$ cat src/rtl/lm_pkg.sv
package lm_pkg;
  typedef enum logic [1:0] {
    SZ_1B = 2'b00,
    SZ_2B = 2'b01,
    SZ_4B = 2'b10,
    SZ_8B = 2'b11
  } size_code_e;

  function automatic int unsigned size_to_bytes(input logic [1:0] code);
    return 32'd1 << code;
  endfunction
endpackage

$ cat src/rtl/lm_mask_gen.sv
module lm_mask_gen #(
  parameter int LINE_BYTES = 16,
  localparam int OFF_W = $clog2(LINE_BYTES)
) (
  input  logic [OFF_W-1:0]      offset,
  input  logic [1:0]            size,
  output logic [LINE_BYTES-1:0] lo_mask,
  output logic [LINE_BYTES-1:0] hi_mask
);
  logic [2*LINE_BYTES-1:0] base;
  logic [2*LINE_BYTES-1:0] wide;
  int unsigned             nbytes;

  always_comb begin
    nbytes = lm_pkg::size_to_bytes(size);
    for (int b = 0; b < 2*LINE_BYTES; b++) begin
      base[b] = (b < int'(nbytes));
    end
    wide    = base << offset;
    lo_mask = wide[LINE_BYTES-1:0];
    hi_mask = wide[2*LINE_BYTES-1:LINE_BYTES];
  end
endmodule

$ cat src/rtl/lm_slot.sv
module lm_slot #(
  parameter int LINE_ADDR_W = 44,
  parameter int LINE_BYTES  = 16,
  localparam int OFF_W  = $clog2(LINE_BYTES),
  localparam int ADDR_W = LINE_ADDR_W + OFF_W
) (
  input  logic                   clk,
  input  logic                   rst,
  input  logic                   in_valid,
  input  logic [ADDR_W-1:0]      in_addr,
  input  logic [1:0]             in_size,
  input  logic                   in_store,
  input  logic                   take,
  output logic                   cur_valid,
  output logic [LINE_ADDR_W-1:0] cur_line,
  output logic [LINE_BYTES-1:0]  cur_mask,
  output logic                   cur_store,
  output logic                   cur_last
);
  logic                   pend_lo, pend_hi;
  logic [LINE_ADDR_W-1:0] line_q;
  logic [LINE_BYTES-1:0]  lo_q, hi_q;
  logic                   store_q;
  logic [LINE_BYTES-1:0]  lo_new, hi_new;
  logic                   busy;

  lm_mask_gen #(.LINE_BYTES(LINE_BYTES)) mask_i (
    .offset (in_addr[OFF_W-1:0]),
    .size   (in_size),
    .lo_mask(lo_new),
    .hi_mask(hi_new)
  );

  assign busy = pend_lo | pend_hi;

  always_ff @(posedge clk) begin
    if (rst) begin
      pend_lo <= 1'b0;
      pend_hi <= 1'b0;
      line_q  <= '0;
      lo_q    <= '0;
      hi_q    <= '0;
      store_q <= 1'b0;
    end else if (!busy) begin
      if (in_valid) begin
        pend_lo <= 1'b1;
        pend_hi <= |hi_new;
        line_q  <= in_addr[ADDR_W-1:OFF_W];
        lo_q    <= lo_new;
        hi_q    <= hi_new;
        store_q <= in_store;
      end
    end else if (take) begin
      if (pend_lo) pend_lo <= 1'b0;
      else         pend_hi <= 1'b0;
    end
  end

  always_comb begin
    cur_valid = busy;
    cur_store = store_q;
    cur_line  = pend_lo ? line_q : LINE_ADDR_W'(line_q + 1'b1);
    cur_mask  = pend_lo ? lo_q : hi_q;
    cur_last  = pend_lo ? !pend_hi : 1'b1;
  end
endmodule

$ cat src/rtl/lm_select.sv
module lm_select #(
  parameter int N_UNITS     = 8,
  parameter int LINE_ADDR_W = 44,
  parameter int LINE_BYTES  = 16
) (
  input  logic [N_UNITS-1:0]                  cur_valid,
  input  logic [N_UNITS-1:0][LINE_ADDR_W-1:0] cur_line,
  input  logic [N_UNITS-1:0][LINE_BYTES-1:0]  cur_mask,
  input  logic [N_UNITS-1:0]                  cur_store,
  output logic [N_UNITS-1:0]                  sel_grant,
  output logic                                sel_valid,
  output logic [LINE_ADDR_W-1:0]              sel_line,
  output logic [LINE_BYTES-1:0]               sel_mask,
  output logic                                sel_store
);
  logic                   found;
  logic [LINE_ADDR_W-1:0] tgt_line;
  logic                   tgt_store;
  logic [LINE_BYTES-1:0]  acc;
  logic                   ok;

  always_comb begin
    found     = 1'b0;
    tgt_line  = '0;
    tgt_store = 1'b0;
    for (int i = 0; i < N_UNITS; i++) begin
      if (!found && cur_valid[i]) begin
        found     = 1'b1;
        tgt_line  = cur_line[i];
        tgt_store = cur_store[i];
      end
    end
    acc       = '0;
    sel_grant = '0;
    for (int i = 0; i < N_UNITS; i++) begin
      ok = cur_valid[i] && (cur_line[i] == tgt_line) && (cur_store[i] == tgt_store);
      if (tgt_store && ((acc & cur_mask[i]) != '0)) ok = 1'b0;
      if (ok) begin
        sel_grant[i] = 1'b1;
        acc          = acc | cur_mask[i];
      end
    end
    sel_valid = found;
    sel_line  = tgt_line;
    sel_mask  = acc;
    sel_store = tgt_store;
  end
endmodule

$ cat src/rtl/line_merge_unit.sv
module line_merge_unit #(
  parameter int N_UNITS     = 8,
  parameter int LINE_ADDR_W = 44,
  parameter int LINE_BYTES  = 16,
  localparam int OFF_W  = $clog2(LINE_BYTES),
  localparam int ADDR_W = LINE_ADDR_W + OFF_W
) (
  input  logic                            clk,
  input  logic                            rst,
  input  logic [N_UNITS-1:0]              req_valid,
  input  logic [N_UNITS*ADDR_W-1:0]       req_addr,
  input  logic [2*N_UNITS-1:0]            req_size,
  input  logic [N_UNITS-1:0]              req_store,
  output logic                            line_valid,
  output logic [LINE_ADDR_W-1:0]          line_addr,
  output logic [LINE_BYTES-1:0]           line_mask,
  output logic                            line_store,
  output logic [N_UNITS-1:0]              grant,
  output logic [N_UNITS*LINE_BYTES-1:0]   grant_mask,
  output logic [N_UNITS-1:0]              done
);
  logic [N_UNITS-1:0]                  cur_valid, cur_store, cur_last, sel_grant;
  logic [N_UNITS-1:0][LINE_ADDR_W-1:0] cur_line;
  logic [N_UNITS-1:0][LINE_BYTES-1:0]  cur_mask;
  logic                                sel_valid, sel_store;
  logic [LINE_ADDR_W-1:0]              sel_line;
  logic [LINE_BYTES-1:0]               sel_mask;

  for (genvar u = 0; u < N_UNITS; u++) begin : g_slot
    lm_slot #(.LINE_ADDR_W(LINE_ADDR_W), .LINE_BYTES(LINE_BYTES)) slot_i (
      .clk      (clk),
      .rst      (rst),
      .in_valid (req_valid[u]),
      .in_addr  (req_addr[u*ADDR_W +: ADDR_W]),
      .in_size  (req_size[2*u +: 2]),
      .in_store (req_store[u]),
      .take     (sel_grant[u]),
      .cur_valid(cur_valid[u]),
      .cur_line (cur_line[u]),
      .cur_mask (cur_mask[u]),
      .cur_store(cur_store[u]),
      .cur_last (cur_last[u])
    );
  end

  lm_select #(.N_UNITS(N_UNITS), .LINE_ADDR_W(LINE_ADDR_W), .LINE_BYTES(LINE_BYTES)) sel_i (
    .cur_valid(cur_valid),
    .cur_line (cur_line),
    .cur_mask (cur_mask),
    .cur_store(cur_store),
    .sel_grant(sel_grant),
    .sel_valid(sel_valid),
    .sel_line (sel_line),
    .sel_mask (sel_mask),
    .sel_store(sel_store)
  );

  always_ff @(posedge clk) begin
    if (rst) begin
      line_valid <= 1'b0;
      line_addr  <= '0;
      line_mask  <= '0;
      line_store <= 1'b0;
      grant      <= '0;
      grant_mask <= '0;
      done       <= '0;
    end else begin
      line_valid <= sel_valid;
      line_addr  <= sel_line;
      line_mask  <= sel_mask;
      line_store <= sel_store;
      grant      <= sel_grant;
      done       <= sel_grant & cur_last;
      for (int u = 0; u < N_UNITS; u++) begin
        grant_mask[u*LINE_BYTES +: LINE_BYTES] <= sel_grant[u] ? cur_mask[u] : '0;
      end
    end
  end
endmodule

$ cat config.mk
export PLATFORM = sky130hd
export DESIGN_NAME = line_merge_unit
export DESIGN_NICKNAME = d
export VERILOG_FILES = /design/src/rtl/lm_pkg.sv /design/src/rtl/lm_mask_gen.sv /design/src/rtl/lm_slot.sv /design/src/rtl/lm_select.sv /design/src/rtl/line_merge_unit.sv
export SDC_FILE = /design/constraint.sdc
export NUM_CORES = 2
export LEC_CHECK = 0
export ABC_CLOCK_PERIOD_IN_PS = 10100
export BUFFER_PORTS_ARGS = -buffer_cell sky130_fd_sc_hd__buf_2
export CAP_MARGIN = 40
export CORE_MARGIN = 5
export CORE_UTILIZATION = 40
export DETAILED_ROUTE_END_ITERATION = 10
export HOLD_SLACK_MARGIN = 0.05
export REMOVE_ABC_BUFFERS = 1
export SLEW_MARGIN = 20
export SYNTH_ARGS = -nofsm -noshare
export SYNTH_HDL_FRONTEND = slang
export SYNTH_SLANG_ARGS = --single-unit
$ cat constraint.sdc
create_clock -name clk -period 10.1 [get_ports clk]
set_clock_uncertainty 0.1 [all_clocks]
set_input_delay 1.515 -clock clk [delete_from_list [all_inputs] [get_ports clk]]
set_output_delay 1.515 -clock clk [all_outputs]
set_load 0.1 [all_outputs]
==> results.yml <==
logic_synthesis:
  synth.avg_cell_area_um2: 7.42
  synth-edff-count: 0
  yosys.area_share.adder_pct: 0.414
  yosys.area_share.simple_pct: 30.1
  synthesis.area_um2: 50700
  synth_flop_cell: "dfxtp_1"
  ys_seq_area_share_pct: 32.4
  yosysTopAreaCell: "dfxtp_1"
  synthArstFlopShare_pct: 0
  synthMuxAreaShare_pct: 2.77
  synth_top_cell_area_share_pct: 32.4
  ys_ff_latch: 822
  yosys_warnings: 0
  synth_cells: 6839
  ys_types: 112
  synth-compound-area-share_pct: 21.6
  synth_top_family_by_area: "simple AND/OR/NAND/NOR gates"
  synth_most_common_cell: "nand2_1"
  synthTopCellsByCount: "nand2_1 (1120), dfxtp_1 (822), nor2_1 (657)"
  synthXorXnorAreaFrac_pct: 8.12
  synth.area.top_cells: "dfxtp_1 (32%), nand2_1 (8.3%), a21oi_1 (5.9%)"
floorplanning:
  core_um2: 126000
  die_h_um: 366
  start_util_pct: 40.3
  dieArea_um2: 134000
  pin_count: 624
  row_count: 130
  die_w_um: 366
setup_path:
  critPathKind: "reg2reg"
  r2r_slack_ns: 0.67
  reg2regPathDepth: 20
  r2r_end: "line_mask[14]"
  critical_path_required_ns: 10.59
  timing.rr.start: "g_slot[1].slot_i.pend_lo"
  path_max_fanout: 36
  startpoint_type: "flop"
  critPathArrivalTime_ns: 9.92
  end_kind: "flop"
  max_stage_delay_ns: 0.84
  crit_slowest_cell: "a2111oi_0"
  cp_cell_sequence: "or4_1 -> nor3_1 -> buf_4 -> nand3_1 -> a2111oi_0 -> o221ai_1 -> a2111o_1 -> nor4_1 -> nand4b_1 -> or4_1 -> or4_4 -> o211ai_2 -> nor4_2 -> nand2b_1 -> a221oi_1 -> o221ai_1 -> nor4_2 -> nor3_2 -> a32oi_2 -> o22ai_1"
global_route:
  overflow: 0
  grt_util_all_layers_pct: 39.2
  grt_max_degree: 191
  antenna_found_initial: 11
  grt_pass1_wl_um: 391000
  grt_pass1_vias: 54800
clocking:
  cts-root-buf: "clkbuf_16"
  ctsHoldBuffers: 0
  clk_pin_slew_worst_paths_ns: 0.06
  clk_path_buf_depth: 3
  postCtsSetupBuffers: 0
  clock_sinks: 822
  cts_tree: "built"
  clock_latency_ns: 0.75
  numCtsBuffers: 91
  h-tree-depth: 3
  cts_resized: 0
run_status:
  status: "finished, final reports clean"
power:
  vdd_drop_max_v: 0.000129
  cellPowerDensity_nw_per_um2: 167
  p_leak_nw: 22.4
sta:
  slew_headroom_pct: 24.1
  slew_violations: 0
  whs_ns: 0.353
  fin_tns_setup_ns: 0
  setup_viol: 0
  max_slew.worst_pin.slew_ns: 1.14
  period_needed_ns: 9.43
  rsz0062_at_grt: "false"
  fin_crit_sh_pct: 93.4
  fmax_mhz: 106
  finalHoldViolations: 0
routing:
  ant_nets: 0
  vias_per_cell: 6.40
  dr_total_vias: 58300
  routedWlPerCell_um: 30.6
  met1_length_um: 107000
  wl_um: 278000
  route.met2.wl_um: 123000
  routed.top_layer: "met5"
  drc_errors: 0
  drt_first_pass_iters: 9
  met3WireLength_um: 25100
  dr.first_iter.drc_count: 7512
layout:
  nNetsFinal: 7791
  layout-drive-gt1-share_pct: 17.0
  final_util_pct: 47.5
  area_delta_synth_final_pct: 17.8
job:
  drv_cap: 0
min_path:
  hold-path-endpoint: "g_slot[5].slot_i.lo_q[0]"
  hold_path.class: "reg2reg"
  hold_depth: 2
  hold_start: "g_slot[5].slot_i.lo_q[0]"
placement:
  portBuffers: 623
  place.detailed.hpwl_um: 217000
  routabilityCongestion: 1.10
[cell type report]
cell class,count,area (um2)
inverter,102,385
sequential,822,16500
multi-input combinational,5422,32100
clock inverter,37,539
tap,1650,2060
antenna,8,20.0
fill,12800,66000
clock buffer,129,2650
timing repair buffer,926,5530
[registers in the layout, indices dropped and copies added, names as in the netlist]
signal	count
g_slot.slot_i.lo_q	128
grant_mask	128
g_slot.slot_i.pend_hi	8
line_mask	16
done	8
line_addr	44
g_slot.slot_i.pend_lo	8
g_slot.slot_i.line_q	352
line_valid	1
g_slot.slot_i.hi_q	112
line_store	1
g_slot.slot_i.cur_store	8
grant	8
[through the flow]
| step | setup WS [ns] | area [um2] | std cells | total power [mW] |
|---|---|---|---|---|
| floorplan | 0.312 | 48800 | 6346 | 5.10 |
| global placement | 0.957 | 56200 | 8886 | 6.33 |
| detailed placement | 0.990 | 56400 | 8906 | 6.34 |
| CTS | 0.943 | 59600 | 9072 | 9.87 |
| global route | 0.411 | 59700 | 9088 | 10.2 |
| finish | 0.665 | 59800 | 9096 | 9.95 |
[worst max path at each step]
stage / start / to / slack, ns / cells after the start
after floorplan: g_slot[1].slot_i.pend_lo / line_mask[15] / 0.31 / 19
after CTS: g_slot[1].slot_i.pend_lo / line_mask[14] / 0.94 / 20
after global routing: g_slot[1].slot_i.pend_lo / line_mask[14] / 0.41 / 20
final: g_slot[1].slot_i.pend_lo / line_mask[14] / 0.67 / 20
after global placement: g_slot[1].slot_i.pend_lo / g_slot[7].slot_i.pend_lo / 0.96 / 22
after detailed placement: g_slot[1].slot_i.pend_lo / line_mask[14] / 0.99 / 20
[power by group]
group	switching, mW	internal (mW)
logic	1.93	0.841
clock network	1.46	2.08
registers	0.241	3.41
total	3.63	6.32
[placed cells by master, fill, tap and decap left out, drive strengths merged, types with 36 or more instances in the layout]
cell	instances
mux2i	127
nand3	208
and4	52
buf	915
or3	43
o211ai	40
inv	108
a21oi	593
a31oi	36
nor4	196
o21a	46
o21ai	199
nor2	660
or2	45
nand2b	40
nand4	171
or4	47
nand2	1122
a22oi	90
dfxtp	822
clkbuf	138
nor3	199
and3	131
and2	76
xor2	175
a211oi	56
xnor2	295
o22ai	174
o221ai	58
[worst max-delay path: cells and delay by family, from the launching register on]
family	cells	cell delay [ns]
AO/OA/AOI/OAI	8	3.79
flip-flops	1	0.56
buffers and inverters	1	0.27
AND/OR/NAND/NOR	11	4.51
[cell families (layout without fill, tap and decap cells)]
logic type / Yosys count / in the layout
adder cells (fa/ha/maj): 19 / 19
AND/OR/NAND/NOR: 3125 / 3125
XOR/XNOR: 470 / 470
AO/OA/AOI/OAI: 1669 / 1669
other: 0 / 8
flip-flops: 822 / 822
multiplexers: 139 / 139
buffers and inverters: 595 / 1194
[layer usage]
metal  track usage [%]  up-vias
met5                 0        -
li1                  -    25800
met1              48.4    27900
met4              25.5        2
met2              62.4     3570
met3              7.89      987
(Power assumes the default switching activity.)
